==> config.mk <==
export PLATFORM = sky130hd
export DESIGN_NAME = psc_top
export DESIGN_NICKNAME = d
export VERILOG_FILES = /design/src/rtl/psc_pkg.sv /design/src/rtl/psc_ovr_queue.sv /design/src/rtl/psc_span_counter.sv /design/src/rtl/psc_top.sv
export SDC_FILE = /design/constraint.sdc
export NUM_CORES = 1
export LEC_CHECK = 0
export BUFFER_PORTS_ARGS = -buffer_cell sky130_fd_sc_hd__buf_2
export CAP_MARGIN = 25
export CORE_ASPECT_RATIO = 1.1
export CORE_MARGIN = 3
export CORE_UTILIZATION = 66
export CTS_BUF_LIST = sky130_fd_sc_hd__clkbuf_8
export CTS_CLUSTER_SIZE = 25
export DETAILED_ROUTE_END_ITERATION = 10
export GPL_TIMING_DRIVEN = 0
export PLACE_DENSITY = 0.86
export SLEW_MARGIN = 20
export SYNTH_ARGS = -nofsm -noshare
export SYNTH_HDL_FRONTEND = slang
export SYNTH_SLANG_ARGS = --single-unit
==> constraint.sdc <==
create_clock -name clk -period 9.24 [get_ports clk]
set_input_delay 1.848 -clock clk [delete_from_list [all_inputs] [get_ports clk]]
set_output_delay 1.848 -clock clk [all_outputs]
set_load 0.05 [all_outputs]
==> src/rtl/psc_pkg.sv <==
package psc_pkg;

    typedef enum logic [1:0] {
        OP_FLUSH = 2'd0,
        OP_QUEUE = 2'd1,
        OP_CAPT  = 2'd2,
        OP_SPAN  = 2'd3
    } psc_op_e;

    typedef enum logic [2:0] {
        ST_IDLE,
        ST_CAPT_WAIT,
        ST_SPAN_WAIT,
        ST_SPAN_RUN,
        ST_RESULT
    } psc_state_e;

endpackage

==> src/rtl/psc_ovr_queue.sv <==
module psc_ovr_queue #(
    parameter int DEPTH  = 8,
    parameter int ADDR_W = 32
) (
    input  logic              clk,
    input  logic              rst_n,
    input  logic              push,
    input  logic [ADDR_W-1:0] push_addr,
    input  logic [ADDR_W-1:0] push_next,
    input  logic              push_taken,
    input  logic              pop,
    input  logic              flush,
    output logic              empty,
    output logic              full,
    output logic [ADDR_W-1:0] head_addr,
    output logic [ADDR_W-1:0] head_next,
    output logic              head_taken
);
    localparam int PTR_W = (DEPTH > 1) ? $clog2(DEPTH) : 1;
    localparam int CNT_W = $clog2(DEPTH + 1);

    typedef struct packed {
        logic [ADDR_W-1:0] br;
        logic [ADDR_W-1:0] nxt;
        logic              tk;
    } entry_t;

    typedef struct packed {
        logic [PTR_W-1:0] rd;
        logic [PTR_W-1:0] wr;
        logic [CNT_W-1:0] cnt;
    } ctl_t;

    entry_t mem_q [DEPTH];
    entry_t mem_d [DEPTH];
    ctl_t   ctl_q, ctl_d;

    logic do_push, do_pop;

    assign empty = (ctl_q.cnt == '0);
    assign full  = (ctl_q.cnt == CNT_W'(DEPTH));
    assign head_addr  = mem_q[ctl_q.rd].br;
    assign head_next  = mem_q[ctl_q.rd].nxt;
    assign head_taken = mem_q[ctl_q.rd].tk;

    assign do_push = push && !full && !flush;
    assign do_pop  = pop && !empty && !flush;

    function automatic logic [PTR_W-1:0] ptr_inc(input logic [PTR_W-1:0] p);
        if (p == PTR_W'(DEPTH - 1)) return '0;
        return p + 1'b1;
    endfunction

    always_comb begin
        ctl_d = ctl_q;
        for (int i = 0; i < DEPTH; i++) mem_d[i] = mem_q[i];
        if (flush) begin
            ctl_d = '0;
        end else begin
            if (do_push) begin
                mem_d[ctl_q.wr] = '{br: push_addr, nxt: push_next, tk: push_taken};
                ctl_d.wr = ptr_inc(ctl_q.wr);
            end
            if (do_pop) ctl_d.rd = ptr_inc(ctl_q.rd);
            case ({do_push, do_pop})
                2'b10:   ctl_d.cnt = ctl_q.cnt + 1'b1;
                2'b01:   ctl_d.cnt = ctl_q.cnt - 1'b1;
                default: ctl_d.cnt = ctl_q.cnt;
            endcase
        end
    end

    always_ff @(posedge clk or negedge rst_n) begin
        if (!rst_n) ctl_q <= '0;
        else        ctl_q <= ctl_d;
    end

    generate
        for (genvar g = 0; g < DEPTH; g++) begin : g_slot
            always_ff @(posedge clk or negedge rst_n) begin
                if (!rst_n) mem_q[g] <= '0;
                else        mem_q[g] <= mem_d[g];
            end
        end
    endgenerate

endmodule

==> src/rtl/psc_span_counter.sv <==
module psc_span_counter #(
    parameter int CNT_W = 32
) (
    input  logic             clk,
    input  logic             rst_n,
    input  logic             clear,
    input  logic             inc,
    output logic [CNT_W-1:0] value,
    output logic [CNT_W-1:0] value_plus
);
    localparam logic [CNT_W-1:0] CAP = '1;

    typedef struct packed {
        logic [CNT_W-1:0] v;
    } cnt_t;

    cnt_t st_q, st_d;

    assign value      = st_q.v;
    assign value_plus = (st_q.v == CAP) ? CAP : st_q.v + 1'b1;

    always_comb begin
        st_d = st_q;
        if (clear)    st_d.v = '0;
        else if (inc) st_d.v = value_plus;
    end

    always_ff @(posedge clk or negedge rst_n) begin
        if (!rst_n) st_q <= '0;
        else        st_q <= st_d;
    end

endmodule

==> src/rtl/psc_top.sv <==
module psc_top
    import psc_pkg::*;
#(
    parameter int DEPTH  = 8,
    parameter int ADDR_W = 32,
    parameter int CNT_W  = 32,
    parameter int RES_W  = 32
) (
    input  logic              clk,
    input  logic              rst_n,
    input  logic              cmd_valid,
    output logic              cmd_ready,
    input  logic [1:0]        cmd_op,
    input  logic [ADDR_W-1:0] cmd_addr_a,
    input  logic [ADDR_W-1:0] cmd_addr_b,
    input  logic              cmd_taken,
    input  logic              fetch_valid,
    input  logic [ADDR_W-1:0] fetch_pc,
    input  logic              fetch_is_branch,
    input  logic              retire_valid,
    input  logic [ADDR_W-1:0] retire_pc,
    output logic              force_valid,
    output logic              force_taken,
    output logic [ADDR_W-1:0] force_target,
    output logic              capt_pulse,
    output logic              err_flag,
    output logic              res_valid,
    input  logic              res_ready,
    output logic              res_kind,
    output logic [RES_W-1:0]  res_data
);

    typedef struct packed {
        psc_state_e        st;
        logic [ADDR_W-1:0] capt_addr;
        logic [ADDR_W-1:0] span_start;
        logic [ADDR_W-1:0] span_stop;
        logic              err;
        logic              pulse;
        logic              rvalid;
        logic              rkind;
        logic [RES_W-1:0]  rdata;
    } ctl_t;

    ctl_t q, d;

    logic              q_empty, q_full, q_head_tk;
    logic [ADDR_W-1:0] q_head_addr, q_head_next;
    logic              br_fetch, hit, miss, accept;
    logic              cnt_clear, cnt_inc;
    logic [CNT_W-1:0]  cnt_val, cnt_plus;
    psc_op_e           op;

    assign op       = psc_op_e'(cmd_op);
    assign br_fetch = fetch_valid && fetch_is_branch && !q_empty;
    assign hit      = br_fetch && (fetch_pc == q_head_addr);
    assign miss     = br_fetch && (fetch_pc != q_head_addr);

    assign cmd_ready = (q.st == ST_IDLE) && !((op == OP_QUEUE) && q_full);
    assign accept    = cmd_valid && cmd_ready;

    psc_ovr_queue #(.DEPTH(DEPTH), .ADDR_W(ADDR_W)) u_queue (
        .clk        (clk),
        .rst_n      (rst_n),
        .push       (accept && (op == OP_QUEUE)),
        .push_addr  (cmd_addr_a),
        .push_next  (cmd_addr_b),
        .push_taken (cmd_taken),
        .pop        (hit),
        .flush      (accept && (op == OP_FLUSH)),
        .empty      (q_empty),
        .full       (q_full),
        .head_addr  (q_head_addr),
        .head_next  (q_head_next),
        .head_taken (q_head_tk)
    );

    psc_span_counter #(.CNT_W(CNT_W)) u_span (
        .clk        (clk),
        .rst_n      (rst_n),
        .clear      (cnt_clear),
        .inc        (cnt_inc),
        .value      (cnt_val),
        .value_plus (cnt_plus)
    );

    always_comb begin
        d         = q;
        d.pulse   = 1'b0;
        cnt_clear = 1'b0;
        cnt_inc   = 1'b0;
        if (miss) d.err = 1'b1;

        unique case (q.st)
            ST_IDLE: begin
                if (accept) begin
                    unique case (op)
                        OP_FLUSH: d.err = 1'b0;
                        OP_QUEUE: d.st  = ST_IDLE;
                        OP_CAPT: begin
                            d.capt_addr = cmd_addr_a;
                            d.st        = ST_CAPT_WAIT;
                        end
                        OP_SPAN: begin
                            d.span_start = cmd_addr_a;
                            d.span_stop  = cmd_addr_b;
                            d.st         = ST_SPAN_WAIT;
                        end
                        default: d.st = ST_IDLE;
                    endcase
                end
            end
            ST_CAPT_WAIT: begin
                if (fetch_valid && (fetch_pc == q.capt_addr) && q_empty) begin
                    d.pulse  = 1'b1;
                    d.rvalid = 1'b1;
                    d.rkind  = 1'b1;
                    d.rdata  = RES_W'(q.capt_addr);
                    d.st     = ST_RESULT;
                end
            end
            ST_SPAN_WAIT: begin
                if (fetch_valid && (fetch_pc == q.span_start)) begin
                    cnt_clear = 1'b1;
                    d.st      = ST_SPAN_RUN;
                end
            end
            ST_SPAN_RUN: begin
                if (retire_valid && (retire_pc == q.span_stop)) begin
                    d.rvalid = 1'b1;
                    d.rkind  = 1'b0;
                    d.rdata  = RES_W'(cnt_plus);
                    d.st     = ST_RESULT;
                end else begin
                    cnt_inc = 1'b1;
                end
            end
            ST_RESULT: begin
                if (res_ready) begin
                    d.rvalid = 1'b0;
                    d.st     = ST_IDLE;
                end
            end
            default: d.st = ST_IDLE;
        endcase
    end

    always_ff @(posedge clk or negedge rst_n) begin
        if (!rst_n) begin
            q    <= '0;
            q.st <= ST_IDLE;
        end else begin
            q <= d;
        end
    end

    assign force_valid  = hit;
    assign force_taken  = q_head_tk;
    assign force_target = q_head_next;
    assign capt_pulse   = q.pulse;
    assign err_flag     = q.err;
    assign res_valid    = q.rvalid;
    assign res_kind     = q.rkind;
    assign res_data     = q.rdata;

    logic unused_cnt;
    assign unused_cnt = ^cnt_val;

endmodule

# [Yosys cells after proc, flatten, opt, wreduce, memory -nomap -nowiden]
# Cells that the tools add are included.
[word_totals] latchBits=0 input_bits=138 memories=0 ff_bits=697 elab_cells=154 mem_bits_rw=0 out_inout_bits=71 romBits=0
[op_classes] n_eq_ne=24 n_shift=0 n_reduce_logical=37 addsub=5 n_mul=0 magnitude_cmp=3 div_mod_pow=0 bitwise_logic=3 mux=45
[op_table] operator="$bwmux 520" count=1
[op_table] operator="$bmux 65 s3" count=1
[op_table] operator="$demux 65 s3" count=1
[op_table] operator="$mux 65" count=3
[op_table] operator="$eq 32x32->1" count=4
[op_table] operator="$mux 32" count=4
[op_table] operator="$mux 100" count=1
[op_table] operator="$pmux 33 s2" count=1
[op_table] operator="$mux 64" count=1
[op_table] operator="$mux 35" count=1
[op_table] operator="$mux 34" count=1
[op_table] operator="$add 32x1->32 const B" count=1
[op_table] operator="$eq 32x32->1 const B" count=1
[op_table] operator="$ne 32x32->1" count=1
[op_table] operator="$mux 3" count=10
[op_table] operator="$logic_and 1x1->1" count=18
[op_table] operator="$mux 1" count=15
[op_table] operator="$pmux 3 s5" count=1
[op_table] operator="$mux 10" count=1
[op_table] operator="$ne 2x2->1 const B" count=5
[op_table] operator="$eq 3x3->1 const B" count=3
[op_table] operator="$pmux 3 s3" count=1
[op_table] operator="$reduce_and 3->1" count=3
[op_table] operator="$ge 4x4->1 const B" count=2
[op_table] operator="23 further kinds" count=36

# [Longest topological paths before layout]
# Gate-level depths: netlist of the first run.
[logic_depth] depth_word=13 ltp_mapped=19 ltp_nobuf=14

# [By module]
# A second synthesis of the first run with hierarchy kept.
[unflattened] cells_unflattened=2264 area_unflattened_um2=33742.4
[modules_own_cells] mod="psc_ovr_queue" instances=1 seq_area_each_um2=13262.7 area_per_inst_um2=24129.4 cells_per_inst=1406
[modules_own_cells] mod="psc_top" instances=1 seq_area_each_um2=3378.2 area_per_inst_um2=7236.9 cells_per_inst=571
[modules_own_cells] mod="psc_span_counter" instances=1 seq_area_each_um2=800.8 area_per_inst_um2=2376.0 cells_per_inst=287

# [Least setup slack after synthesis of the first run]
# Ideal clock, no wire load.
[synth_timing] kind="input to output" start="in fetch_pc[23]" end="out force_valid" setup_slack_ps=3434 required_time_ps=7392 t_arrival_ps=3958 cell_stages=6 path_cell_list="xnor2_1 > nor4_2 > nand4_1 > or4_1 > buf_2 > nor3_1"
[synth_via] elab_chain_cells=2
[synth_rtl] element="from (decl)" line_no="psc_top.sv:18" source="input logic [ADDR_W-1:0] fetch_pc,"
[synth_rtl] element="$eq 32x32->1" line_no="psc_top.sv:56" source="assign hit = br_fetch && (fetch_pc == q_head_addr);"
[synth_rtl] element="$logic_and 1x1->1" line_no="psc_top.sv:56"
[synth_rtl] element="to (decl)" line_no="psc_top.sv:22" source="output logic force_valid,"
# No other way between the ends.

# [Final worst setup path of the first run]
[layout_timing] start="reg u_queue.ctl_q[9] in the netlist's numbering" end="out force_valid"
[layout_via] elab_chain_cells=6
[layout_rtl] element="from (decl)" line_no="psc_ovr_queue.sv:36" source="ctl_t ctl_q, ctl_d;"
[layout_rtl] element="from (signal assigned)" line_no="psc_ovr_queue.sv:75" source="else ctl_q <= ctl_d;"
[layout_rtl] element="$not 3->4 (not written as such)" line_no="psc_ovr_queue.sv:42" source="assign head_addr = mem_q[ctl_q.rd].br;"
[layout_rtl] element="$bmux 65 s3" line_no="psc_ovr_queue.sv:42"
[layout_rtl] element="$mux 65 (not written as such) (2 in series)" line_no="psc_ovr_queue.sv:42"
[layout_rtl] element="$eq 32x32->1" line_no="psc_top.sv:56"
[layout_rtl] element="$logic_and 1x1->1" line_no="psc_top.sv:56"
# No other way between the ends. The select of a mux whose other input is x is not followed.

==> flow_summary.yaml, run 1 <==
outcome:
  status: "finished, final reports clean"
clocking:
  cts.reportedPaths.clkPinSlew_ns: 0.06
  cts_sinks: 697
  cts_buffer_depth: 3
  insertion_delay_ns: 0.71
  cts_hold_buf: 0
  cts_resized: 0
  h-tree-depth: 3
  cts_tree: "yes"
  post_cts_buffers: 0
  numCtsBuffers: 107
  clockRootBuffer: "clkbuf_8"
pwr:
  combPwrFrac_pct: 3.6
  power_leakage_nw: 18.5
  p_int_w: 0.00447
  p_sw_share_pct: 23.3
  seqPwrFrac_pct: 52.6
  power.switching_w: 0.00136
  peakVddDrop_v: 0.000146
  clock_power_share_pct: 43.8
  power_density_nw_per_um2: 157
  total_power_w: 0.00583
worst_setup_path:
  cp.arrival_ns: 5.21
  critPathLaunchType: "register"
  path_class: "register to output port"
  r2r_slack_ns: 3.44
  r2r-start: "u_queue.ctl_q[9]$_DFFE_PN0P_"
  worstRegToRegCells: 17
  worstPathRequired_ns: 7.39
  r2r_end: "u_queue.ctl_q[3]$_DFFE_PN0P_"
  endpoint_kind: "output port"
  cp_max_fo: 10
synthesis:
  seq_area_frac_synth_pct: 52.8
  synth_edf_count: 0
  yosys.area.top_type: "dfrtp_1"
  synth_top_area_share_pct: 52.8
  synth.top_cells.by_area: "dfrtp_1 (53%), mux2_2 (23%), mux4_2 (7.0%)"
  syn_nets: 2510
  synth.distinct_cells: 56
  synth-seq-cells: 697
  synthCells: 2363
  async_reset_ff_share_pct: 100
  syn-cell-area_um2: 33000
  syn_area_per_cell_um2: 14.0
  yosysWarnings: 0
  ys.flop_type: "dfrtp_1"
timing:
  worst_pin_slew_ns: 1.07
  fmax_mhz: 142
  final-max-slew-violation-count: 0
  whs_ns: 0.497
  skew_ns: 0.0338
  min_period_ns: 7.06
  rsz0062_at_grt: "false"
  post-route-period-util_pct: 76.4
  setup_viol: 0
  relSlewSlack_pct: 28.8
  hold_viol: 0
drt:
  drt.antenna.violating_nets: 0
  wl_um: 89100
  via_per_inst: 6.43
  drc_errors: 0
  vias: 21800
  first_pass_iters: 7
  drt_iter0_markers: 1907
  drt-wirelength-per-cell_um: 26.3
global_routing:
  grt_usage_pct: 34.2
  grt_max_degree: 111
  grt_pass1_wl_um: 135000
  grt_pass1_vias: 23200
  antenna_found_initial: 7
  globalRouteOverflowTotal: 0
hold_path:
  worstHoldStart: "u_queue.mem_q[372]$_DFFE_PN0P_"
  hold_class: "register to register"
  holdPathEnd: "u_queue.mem_q[372]$_DFFE_PN0P_"
  hold_depth: 1
place:
  io_buffers: 176
  dp_hpwl_um: 61700
  place.gp.congestion: 0.912
floorplanning:
  core_area_um2: 49200
  num_rows: 85
  die_x_um: 219
  start_util_pct: 67.1
  ios: 209
  fp.dieH_um: 241
  dieArea_um2: 52800
cells_and_area:
  fillerInstances: 2958
  final_layout_size_suffix_gt1_share_pct: 43.1
  nets: 2804
  syn2layout_area_growth_pct: 12.3
run:
  maxCapViolCount: 0
==> critical path, cell delays in order (launching register included) <==
cell     delay [ns]
dfrtp_1        0.36
buf_2          0.24
buf_1          0.73
buf_2          0.48
buf_2          0.48
mux2i_1        0.32
xor2_1         0.25
nand4_1        0.17
or4_1          0.49
buf_2          0.17
nor3_1         0.45
buf_2          0.36
==> power by group through the flow <==
stage	Sequential (W)	Combinational [W]	Clock, W
after floorplan	0.00312	0.0000586	0
after global placement	0.00312	0.000193	0
after detailed placement	0.00312	0.000211	0
after CTS	0.00307	0.000213	0.00258
after global routing	0.00307	0.000232	0.00272
final	0.00307	0.000213	0.00255
==> layer usage <==
layer,share of wire [%],GRT usage [%],vias to the layer above
li1,-,-,9184
met1,38,42.5,11300
met3,7.4,6.86,287
met5,0.064,0,-
met4,5.1,18.0,8
met2,50,57.2,986
==> synth_stat cells (38+ instances only) <==
library cell  instances
buf_1                46
a21oi_1              80
mux4_2              102
xnor2_1              60
xor2_1               96
mux2_2              663
dfrtp_1             697
buf_4                38
clkbuf_1             97
nand2_1              47
mux2i_1              74
nor2_1               71
==> cell usage in the layout (no fill, tap or decap), types with 9 or more instances in the layout <==
| cell | n |
|---|---|
| xor2_1 | 96 |
| nand2_1 | 47 |
| nor3_1 | 14 |
| nor4_1 | 22 |
| dfrtp_1 | 697 |
| buf_4 | 38 |
| buf_2 | 203 |
| and3_1 | 9 |
| buf_1 | 45 |
| nand2b_1 | 9 |
| mux4_2 | 102 |
| nand3b_1 | 9 |
| nand3_1 | 25 |
| xnor2_1 | 60 |
| o21ai_0 | 12 |
| nor2_1 | 71 |
| a22o_1 | 13 |
| clkbuf_1 | 97 |
| mux2i_1 | 74 |
| inv_1 | 43 |
| mux2_2 | 663 |
| o22ai_1 | 18 |
| a221oi_1 | 12 |
| nand4_1 | 26 |
| a31oi_1 | 16 |
| clkbuf_8 | 142 |
| a21oi_1 | 80 |
==> how the worst max path moves through the flow <==
stage	cells after the start	startpoint	end	slack, ns
2_1_floorplan	6	fetch_pc[23]	force_valid	3.43
3_3_place_gp	1	rst_n	u_queue.mem_q[266]$_DFFE_PN0P_	-7.17
3_5_place_dp	11	u_queue.ctl_q[9]$_DFFE_PN0P_	force_valid	3.13
4_1_cts	11	u_queue.ctl_q[9]$_DFFE_PN0P_	force_valid	2.27
5_1_grt	11	u_queue.ctl_q[9]$_DFFE_PN0P_	force_valid	2.19
6_report	11	u_queue.ctl_q[9]$_DFFE_PN0P_	force_valid	2.18
==> stage by stage <==
| step | setup WS, ns | instances | util, % | setup TNS, ns | cell area, um^2 |
|---|---|---|---|---|---|
| 6_report | 2.18 | 3388 | 75.3 | 0 | 37100 |
| 5_1_grt | 2.19 | 3387 | 75.3 | 0 | 37100 |
| 4_1_cts | 2.27 | 3383 | 75.3 | 0 | 37100 |
| 3_5_place_dp | 3.13 | 3198 | 70.9 | 0 | 34900 |
| 3_3_place_gp | -7.17 | 3191 | 70.6 | -4942.00 | 34700 |
| 2_1_floorplan | 3.43 | 2363 | - | 0 | 33000 |
==> logic make-up after synthesis <==
group                      share of synthesized area (%)
muxes                                               32.1
DFF                                                 52.8
and+or+nand+nor                                     4.13
buffers and inverters                               3.14
AOI/OAI and AO/OA                                   3.34
xor gates and xnor gates                            4.13
adders and majority gates                          0.364
==> layout make-up <==
type	instances	area, um^2	share of cell area, %
flip-flops and latches	697	17400	47.0
multi-input cells	1447	14600	39.3
well taps	652	816	2.20
repair buffers	185	1090	2.93
diodes	3	7.51	0.0202
plain buffers	211	1010	2.72
clock inverters	43	190	0.513
clock buffers	142	1950	5.27
inverters	8	30.0	0.0809
==> flip-flops by register name (all words and copies together), names as in the netlist <==
| signal | count |
|---|---|
| u_queue.mem_q | 520 |
| q | 99 |
| res_data | 32 |
| u_span.value | 32 |
| u_queue.ctl_q | 10 |
| capt_pulse | 1 |
| err_flag | 1 |
| res_kind | 1 |
| res_valid | 1 |
Note: power is estimated with default switching activity, not from simulation.
==> inputs of run 2 (changes only) <==
- CORE_UTILIZATION: 66 -> 57
- PLACE_DENSITY: 0.86 -> 0.79
- clock period: 9.24 -> 6.1 ns (I/O delays scaled with it)
==> run 2 against run 1 <==
Against the previous run: sequential power grew 51%; clock-buffer cell count grew 3; cell count grew 3.4%; register-to-register slack lost 2.6 ns; first-iteration DRC count shrank 16%; wire length shrank 0.33%; largest power group unchanged; hold slack lost 0.059 ns; non-clock buffer count grew 4.
==> flow_summary.yaml, run 2 (synthesis results as in run 1) <==
drt:
  drc_errors: 0
  first_pass_iters: 5
  via_per_inst: 6.18
  drt_iter0_markers: 1593
  wl_um: 88800
  drt-wirelength-per-cell_um: 25.4
  drt.antenna.violating_nets: 0
  vias: 21700
worst_setup_path:
  path_class: "register to output port"
  r2r_slack_ns: 0.85
  cp.arrival_ns: 4.78
  endpoint_kind: "output port"
  critPathLaunchType: "register"
  worstPathRequired_ns: 4.88
  cp_max_fo: 10
clocking:
  cts_sinks: 697
  clockRootBuffer: "clkbuf_8"
  cts_tree: "yes"
  cts_hold_buf: 0
  cts.reportedPaths.clkPinSlew_ns: 0.06
  h-tree-depth: 3
  post_cts_buffers: 0
  cts_buffer_depth: 3
  insertion_delay_ns: 0.73
  numCtsBuffers: 112
floorplanning:
  num_rows: 91
  die_x_um: 236
  start_util_pct: 58.3
  fp.dieH_um: 259
  dieArea_um2: 60900
  ios: 209
  core_area_um2: 56700
timing:
  fin_ws_ns: 0.102
  relSlewSlack_pct: 33.1
  rsz0062_at_grt: "false"
  skew_ns: 0.0446
  setup_viol: 0
  post-route-period-util_pct: 98.3
  worst_pin_slew_ns: 1.00
  final.setup.tns_ns: 0
  hold_viol: 0
  whs_ns: 0.438
  final-max-slew-violation-count: 0
  min_period_ns: 6.00
  fmax_mhz: 167
cells_and_area:
  final_layout_size_suffix_gt1_share_pct: 43.3
  fin_util_pct: 66.0
  fillerInstances: 4126
  largest_reg_flops: 520
  regMostFlops: "u_queue.mem_q"
  layout_commonest_cell: "dfrtp_1"
  nets: 2813
  stdcell_count: 3504
  final_cell_mix: "dfrtp_1 (697), mux2_2 (663), buf_2 (203)"
  reg_top3: "u_queue.mem_q: 520 flops, q: 99 flops"
  syn2layout_area_growth_pct: 13.3
global_routing:
  grt_pass1_vias: 22800
  globalRouteOverflowTotal: 0
  grt_max_degree: 107
  grt_usage_pct: 29.3
  grt_pass1_wl_um: 137000
  antenna_found_initial: 7
place:
  io_buffers: 176
  place.gp.congestion: 0.926
  dp_slack_ns: 0.644
  dp.cells: 3290
  dp_hpwl_um: 62800
pwr:
  power_density_nw_per_um2: 240
  peakVddDrop_v: 0.000194
  power_leakage_nw: 18.6
outcome:
  status: "finished, final reports clean"
hold_path:
  hold_class: "input pin to asynchronous set/reset pin"
run:
  maxCapViolCount: 0
## run 2: layer usage
layer / share of wire (%) / up-vias / wire length, um / global-route usage [%]
met3: 6.9 / 224 / 6170 / 5.47
met4: 4.2 / 4 / 3760 / 12.8
met5: 0.026 / - / 23 / 0
li1: - / 9209 / - / -
met2: 49 / 894 / 43300 / 48.0
met1: 40 / 11300 / 35600 / 38.5
## run 2: power by group
| group | switching (W) | total (W) | leakage, nW | internal, W |
|---|---|---|---|---|
| clock network | 0.00186 | 0.00403 | 1.33 | 0.00216 |
| logic | 0.000241 | 0.000326 | 7.56 | 0.0000849 |
| registers | 0.0000115 | 0.00465 | 9.71 | 0.00463 |
## run 2: layout make-up
cell class              instances  area [um^2]  share of cell area [%]
flip-flops and latches        697        17400                    46.6
multi-input cells            1447        14600                    38.9
clock buffers                 145         2000                    5.33
repair buffers                189         1160                    3.09
plain buffers                 211         1020                    2.72
well taps                     744          931                    2.49
clock inverters                57          290                   0.775
inverters                       8         30.0                  0.0802
diodes                          6         15.0                  0.0401
## run 2: final timing paths
check                                             start                              to  cells after the start
setup / recovery           u_queue.ctl_q[8]$_DFFE_PN0P_                     force_valid                     13
hold / removal                                    rst_n    u_span.value[14]$_DFFE_PN0P_                      1
setup reg to reg           u_queue.ctl_q[8]$_DFFE_PN0P_    u_queue.ctl_q[3]$_DFFE_PN0P_                     19
hold reg to reg                    res_kind$_DFFE_PN0P_            res_kind$_DFFE_PN0P_                      1
max in group asynchronous                         rst_n  u_queue.mem_q[463]$_DFFE_PN0P_                      5
min in group clk                   res_kind$_DFFE_PN0P_            res_kind$_DFFE_PN0P_                      1
## run 2: through the flow
step | cell area [um^2] | total power [W]
after floorplan | 33000 | 0.00481
final | 37400 | 0.00900
after detailed placement | 35100 | 0.00505
after CTS | 37400 | 0.00906
after global placement | 34900 | 0.00503
after global routing | 37400 | 0.00930
## run 2: worst max-delay path, stage by stage, from the launching register on
cell      delay, ns
dfrtp_1        0.38
buf_6          0.16
buf_12         0.16
buf_12         0.17
buf_4          0.27
buf_2          0.52
mux2i_1        0.15
a221oi_1       0.46
xnor2_1        0.18
nand2_1        0.13
or4_1          0.53
buf_2          0.17
nor3_1         0.43
buf_2          0.36
## run 2: what timing repair did
| action | 4_1_cts | 5_1_grt |
|---|---|---|
| gates cloned | 0 | 0 |
| gates resized for setup | 3 | 1 |
| setup endpoints to repair | 1 | 1 |
